==> src/rtl/zbt_pkg.sv <==
package zbt_pkg;
  typedef struct packed {
    logic vld;
    logic wr;
  } op_ctl_t;

  // linear burst step within a four-word group
  function automatic logic [1:0] burst_lo(input logic [1:0] base, input logic [1:0] cnt);
    return base + cnt + 2'd1;
  endfunction
endpackage

==> src/rtl/zbt_issue.sv <==
module zbt_issue
  import zbt_pkg::*;
#(
  parameter int ADDR_W = 4,
  parameter int BYTES  = 2
) (
  input  logic              clk_i,
  input  logic              rst_ni,
  input  logic              cen_ni,
  input  logic [2:0]        cs_ni,
  input  logic              ld_ni,
  input  logic              we_ni,
  input  logic [BYTES-1:0]  bw_ni,
  input  logic [ADDR_W-1:0] addr_i,
  output op_ctl_t           ctl_o,
  output logic [ADDR_W-1:0] addr_o,
  output logic [BYTES-1:0]  mask_o
);
  op_ctl_t           ctl_q;
  logic [ADDR_W-1:0] addr_q, base_q;
  logic [BYTES-1:0]  mask_q;
  logic [1:0]        cnt_q;
  logic              act_q, bwr_q;
  logic              sel;

  assign sel = (cs_ni == 3'b000);

  always_ff @(posedge clk_i or negedge rst_ni) begin
    if (!rst_ni) begin
      ctl_q  <= '0;
      addr_q <= '0;
      mask_q <= '0;
      base_q <= '0;
      cnt_q  <= '0;
      act_q  <= 1'b0;
      bwr_q  <= 1'b0;
    end else if (!cen_ni) begin
      mask_q <= ~bw_ni;
      if (!ld_ni) begin
        ctl_q.vld <= sel;
        ctl_q.wr  <= ~we_ni;
        addr_q    <= addr_i;
        base_q    <= addr_i;
        bwr_q     <= ~we_ni;
        act_q     <= sel;
        cnt_q     <= '0;
      end else if (act_q && cnt_q != 2'd3) begin
        ctl_q.vld <= 1'b1;
        ctl_q.wr  <= bwr_q;
        addr_q    <= {base_q[ADDR_W-1:2], burst_lo(base_q[1:0], cnt_q)};
        cnt_q     <= cnt_q + 2'd1;
      end else begin
        ctl_q.vld <= 1'b0;
        act_q     <= 1'b0;
      end
    end
  end

  assign ctl_o  = ctl_q;
  assign addr_o = addr_q;
  assign mask_o = mask_q;


  desel_chk: assert property (@(posedge clk_i) disable iff (!rst_ni)
    (!cen_ni && !ld_ni && cs_ni != 3'b000) |=> !ctl_q.vld);


  burst_end_chk: assert property (@(posedge clk_i) disable iff (!rst_ni)
    (!cen_ni && ld_ni && act_q && cnt_q == 2'd3) |=> (!ctl_q.vld && !act_q));
endmodule

==> src/rtl/zbt_array.sv <==
module zbt_array #(
  parameter int ADDR_W = 4,
  parameter int BYTES  = 2,
  parameter int BYTE_W = 8,
  localparam int DEPTH  = 1 << ADDR_W,
  localparam int DATA_W = BYTES * BYTE_W
) (
  input  logic              clk_i,
  input  logic              we_i,
  input  logic [ADDR_W-1:0] waddr_i,
  input  logic [BYTES-1:0]  wmask_i,
  input  logic [DATA_W-1:0] wdata_i,
  input  logic [ADDR_W-1:0] raddr_i,
  output logic [DATA_W-1:0] rdata_o
);
  for (genvar b = 0; b < BYTES; b++) begin : g_lane
    logic [BYTE_W-1:0] mem [DEPTH];

    always_ff @(posedge clk_i) begin
      if (we_i && wmask_i[b]) mem[waddr_i] <= wdata_i[b*BYTE_W +: BYTE_W];
    end

    assign rdata_o[b*BYTE_W +: BYTE_W] = mem[raddr_i];
  end
endmodule

==> src/rtl/zbt_stage2.sv <==
module zbt_stage2
  import zbt_pkg::*;
#(
  parameter int ADDR_W = 4,
  parameter int BYTES  = 2,
  parameter int DATA_W = 16
) (
  input  logic              clk_i,
  input  logic              rst_ni,
  input  logic              cen_ni,
  input  op_ctl_t           ctl_i,
  input  logic [ADDR_W-1:0] addr_i,
  input  logic [BYTES-1:0]  mask_i,
  input  logic [DATA_W-1:0] rdata_i,
  output op_ctl_t           ctl_o,
  output logic [ADDR_W-1:0] addr_o,
  output logic [BYTES-1:0]  mask_o,
  output logic [DATA_W-1:0] dout_o,
  output logic              drv_o
);
  op_ctl_t           ctl_q;
  logic [ADDR_W-1:0] addr_q;
  logic [BYTES-1:0]  mask_q;
  logic [DATA_W-1:0] dout_q;
  logic              drv_q;

  always_ff @(posedge clk_i or negedge rst_ni) begin
    if (!rst_ni) begin
      ctl_q  <= '0;
      addr_q <= '0;
      mask_q <= '0;
      dout_q <= '0;
      drv_q  <= 1'b0;
    end else if (!cen_ni) begin
      ctl_q  <= ctl_i;
      addr_q <= addr_i;
      mask_q <= mask_i;
      drv_q  <= ctl_i.vld && !ctl_i.wr;
      if (ctl_i.vld && !ctl_i.wr) dout_q <= rdata_i;
    end
  end

  assign ctl_o  = ctl_q;
  assign addr_o = addr_q;
  assign mask_o = mask_q;
  assign dout_o = dout_q;
  assign drv_o  = drv_q;


  drv_read_chk: assert property (@(posedge clk_i) disable iff (!rst_ni)
    drv_q |-> (ctl_q.vld && !ctl_q.wr));


  stall_hold_chk: assert property (@(posedge clk_i) disable iff (!rst_ni)
    cen_ni |=> ($stable(dout_q) && $stable(drv_q) && $stable(ctl_q) && $stable(addr_q)));
endmodule

==> src/rtl/zbt_sram.sv <==
module zbt_sram
  import zbt_pkg::*;
#(
  parameter int ADDR_W = 4,
  parameter int BYTES  = 2,
  parameter int BYTE_W = 8,
  localparam int DATA_W = BYTES * BYTE_W
) (
  input  logic              clk_i,
  input  logic              rst_ni,
  input  logic              cen_ni,
  input  logic [2:0]        cs_ni,
  input  logic              ld_ni,
  input  logic              we_ni,
  input  logic [BYTES-1:0]  bw_ni,
  input  logic [ADDR_W-1:0] addr_i,
  input  logic              oe_ni,
  input  logic [DATA_W-1:0] data_i,
  output logic [DATA_W-1:0] data_o,
  output logic              data_oe_o
);
  op_ctl_t           s1_ctl, s2_ctl;
  logic [ADDR_W-1:0] s1_addr, s2_addr;
  logic [BYTES-1:0]  s1_mask, s2_mask;
  logic [DATA_W-1:0] arr_rdata, fwd_rdata, dout;
  logic              drv, commit, fwd_hit;

  zbt_issue #(.ADDR_W(ADDR_W), .BYTES(BYTES)) u_issue (
    .clk_i, .rst_ni, .cen_ni, .cs_ni, .ld_ni, .we_ni, .bw_ni, .addr_i,
    .ctl_o(s1_ctl), .addr_o(s1_addr), .mask_o(s1_mask)
  );

  assign commit = !cen_ni && s2_ctl.vld && s2_ctl.wr;

  zbt_array #(.ADDR_W(ADDR_W), .BYTES(BYTES), .BYTE_W(BYTE_W)) u_array (
    .clk_i, .we_i(commit), .waddr_i(s2_addr), .wmask_i(s2_mask),
    .wdata_i(data_i), .raddr_i(s1_addr), .rdata_o(arr_rdata)
  );

  // write committing on the same edge as this read: take its lanes
  assign fwd_hit = s2_ctl.vld && s2_ctl.wr && (s2_addr == s1_addr);

  for (genvar b = 0; b < BYTES; b++) begin : g_fwd
    assign fwd_rdata[b*BYTE_W +: BYTE_W] = (fwd_hit && s2_mask[b]) ?
      data_i[b*BYTE_W +: BYTE_W] : arr_rdata[b*BYTE_W +: BYTE_W];
  end

  zbt_stage2 #(.ADDR_W(ADDR_W), .BYTES(BYTES), .DATA_W(DATA_W)) u_stage2 (
    .clk_i, .rst_ni, .cen_ni,
    .ctl_i(s1_ctl), .addr_i(s1_addr), .mask_i(s1_mask), .rdata_i(fwd_rdata),
    .ctl_o(s2_ctl), .addr_o(s2_addr), .mask_o(s2_mask), .dout_o(dout), .drv_o(drv)
  );

  assign data_o    = dout;
  assign data_oe_o = drv && !oe_ni;


  always_comb begin
    if (!rst_ni) rst_quiet_chk: assert (!data_oe_o && !s1_ctl.vld && !s2_ctl.vld);
  end
endmodule

==> config.mk <==
export PLATFORM = sky130hd
export DESIGN_NAME = zbt_sram
export DESIGN_NICKNAME = d
export VERILOG_FILES = /design/src/rtl/zbt_pkg.sv /design/src/rtl/zbt_issue.sv /design/src/rtl/zbt_array.sv /design/src/rtl/zbt_stage2.sv /design/src/rtl/zbt_sram.sv
export SDC_FILE = /design/constraint.sdc
export NUM_CORES = 1
export LEC_CHECK = 0
export ABC_AREA = 1
export BUFFER_PORTS_ARGS = -buffer_cell sky130_fd_sc_hd__buf_2
export CAP_MARGIN = 20
export CORE_ASPECT_RATIO = 2
export CORE_UTILIZATION = 40
export CTS_BUF_LIST = sky130_fd_sc_hd__clkbuf_2
export DETAILED_ROUTE_END_ITERATION = 10
export PLACE_DENSITY = 0.64
export SLEW_MARGIN = 30
export SYNTH_ARGS = -nofsm -noshare
export SYNTH_HDL_FRONTEND = slang
export SYNTH_HIERARCHICAL = 1
export SYNTH_SLANG_ARGS = --single-unit
==> constraint.sdc <==
create_clock -name clk_i -period 1.7 [get_ports clk_i]
set_input_delay 0 -clock clk_i [delete_from_list [all_inputs] [get_ports clk_i]]
set_output_delay 0 -clock clk_i [all_outputs]
set_load 0.01 [all_outputs]
==> run metrics <==
status complete, but fails checks; failing checks setup timing; Hold Vio Cnt, Final 0; Net Count, Synth roughly 1400; Synth Area per Inst 9.80 µm²; Design Power 0.0187 W; Die ar. 34400 µm²; Cell variety after synth 30; startpoint types flop; # rows 94; RSZ-0062 raised after global routing yes; Wirelength per Cell 18.8 µm; TritonRoute pass-1 iters 5; Post-Syn Instances 1374; register cell area after layout 8720 µm²; chip height 261 µm; Final Wtd Congestion a little over 0.9; Post-Syn Area 13500 µm²; Port Buffers 47; commonest non-fill, non-tap cell in the layout nand2_1; clk_lat worst skew around 920 ps; Leak 7.44 nW; Clock Sinks 297; Crit path arrival time ~2700 ps; final instance area 16400 µm²; Layout Nets 1613; CTS HTree Levels 2; Root Driver clkbuf_2; CTS tree built; DP Wirelength 25700 µm; via/cell ratio approximately 5; initial core utilization 0.407; gr usage total 0.225; r2r setup slk -160 ps; min Tclk post-route 1860 ps; CP Class reg2reg; synth-to-layout area growth 22.1%; Synth warnings 6; Clock Tree Buf Depth 3; final wirelength around 39000 µm; register area share after synthesis 0.647; Reg clk slew, reported paths 130 ps; Setup-failing EPs final 16; Slew HR 0.575; worst-margin pin slew 637 ps; multi-input logic area 3770 µm²; dpl cell area 14600 µm²; Fmax 538 MHz; CP Capture Type flop; initial antenna violation count 2; first-pass GRT wire length 57700 µm; commonest non-fill, non-tap cells in the layout nand2_1, edfxtp_1, inv_1; vias in the first global route approximately 10000; DR DRC count 0; max-cap viol count 0; Die W 132 µm; Num CTS Buffers 59; area of the core 33000 µm²; # IOs 48; pwr dens between 1000 and 1500 nW/µm²; synthesized flop and latch total roughly 300; remaining global-route overflow 0; Core Util, Final 0.497; period utilization 1.09; # fillers about 3000; largest net degree at the start of global routing 42; clock skew 68.4 ps; Crit Path Max Fanout 6; routed via count 10300; Post-DRT Antenna Nets 0; setup slack after layout -158 ps; peak supply drop 0.721 mV; max-slew violation count 0; First DRT Iteration DRCs 714; WP data required between 2000 and 3000 ps; worst hold-check path type in2reg; proportion of layout cells with a drive suffix above 1 0.213
state kept, by name, indices dropped and copies added, names as in the netlist, 2 cells and up:
| register | cells |
|---|---|
| u_issue/base_q | 4 |
| u_array/g_lane.mem | 256 |
| u_issue/cnt_q | 2 |
| u_stage2/dout_o | 16 |
| u_stage2/ctl_o | 2 |
| u_stage2/mask_o | 2 |
| u_issue/mask_o | 2 |
| u_issue/addr_o | 4 |
| u_issue/ctl_o | 2 |
| u_stage2/addr_o | 4 |
synth_stat cells, drive strengths merged:
cell,instances,share of area
nor2,52,0.017
edfxtp,256,0.57
inv,222,0.062
nor3,1,0.00037
a21oi,2,0.00074
a31oi,1,0.00046
dfrtp,41,0.076
o21ai,15,0.0070
nand3,200,0.078
nand4,32,0.015
nand2,485,0.14
clkbuf,10,0.0035
buf,55,0.030
ha,2,0.0019
cell families (layout without fill, tap and decap cells):
group           after synthesis  after routing  share of synthesized area
compound gates               18             18                    0.00818
fa+ha+maj                     2              2                    0.00186
buf+inv                     287            542                     0.0961
flops                       297            297                      0.647
other cells                   0              1                          0
simple gates                770            771                      0.247
report_power, final:
| group | total [W] | internal [W] | leakage, nW | switching (W) |
|---|---|---|---|---|
| combinational | 0.00564 | 0.00214 | 4.18 | 0.00351 |
| sequential | 0.00857 | 0.00822 | 2.81 | 0.000354 |
| clock | 0.00449 | 0.00180 | 0.458 | 0.00269 |
path summary, 6_finish.rpt:
| check | from | endpoint | depth (start not counted) |
|---|---|---|---|
| setup / recovery | u_issue/addr_o[0]$_DFFE_PN0P_ | u_stage2/dout_o[13]$_DFFE_PN0P_ | 11 |
| hold / removal | addr_i[3] | u_issue/addr_o[3]$_DFFE_PN0P_ | 6 |
| setup reg to reg | u_issue/addr_o[0]$_DFFE_PN0P_ | u_stage2/dout_o[13]$_DFFE_PN0P_ | 11 |
| hold reg to reg | u_stage2/dout_o[0]$_DFFE_PN0P_ | u_stage2/dout_o[0]$_DFFE_PN0P_ | 2 |
| max in group asynchronous | rst_ni | u_stage2/dout_o[9]$_DFFE_PN0P_ | 4 |
| min in group asynchronous | rst_ni | u_stage2/addr_o[2]$_DFFE_PN0N_ | 4 |
critical path: stages, from the launching register on:
cell and delay, ps:
dfrtp_4 610, buf_12 190, buf_12 140, nand2_1 70, nand3_1 130, nand3_2 90
nand3_2 90, nand2_1 80, nand2_1 60, nand2_2 100, nand4_1 120, nand2_1 90
layer usage:
metal / wire length [µm] / track usage / vias up
met3: 1630 / 0.0331 / 138
li1: - / - / 4885
met2: 21300 / 0.437 / 351
met1: 12800 / 0.211 / 4892
met4: 2930 / 0.166 / 2
met5: 13 / 0 / -
per-stage QoR:
stage          hold WS, ps  cells  setup TNS, ps  setup slack [ps]
2_1_floorplan         -296   1374              0              77.1
3_3_place_gp           119   1879          -1550              -223
3_5_place_dp           116   1879          -1870              -244
4_1_cts               2.41   2060          -1160              -102
5_1_grt               47.3   2063          -2350              -187
6_report              51.4   2063          -1620              -158
what timing repair did:
action,in CTS,in global routing
setup buffers,2,0
pin swaps,3,42
hold buffers,65,0
endpoints found under the setup margin,16,61
gates cloned,3,5
hold endpoints to repair,594,0
resized for setup,34,71
final cells by class:
type	instances	area share
Tap cell	432	0.0329
Sequential cell	297	0.530
Timing Repair Buffer	208	0.118
Timing Repair inverter	1	0.000685
Multi-Input combinational cell	791	0.229
Clock inverter	14	0.00693
Clock buffer	97	0.0295
Inverter	222	0.0518
Antenna cell	1	0.000152
No activity file was read; power rests on OpenSTA's default activity.
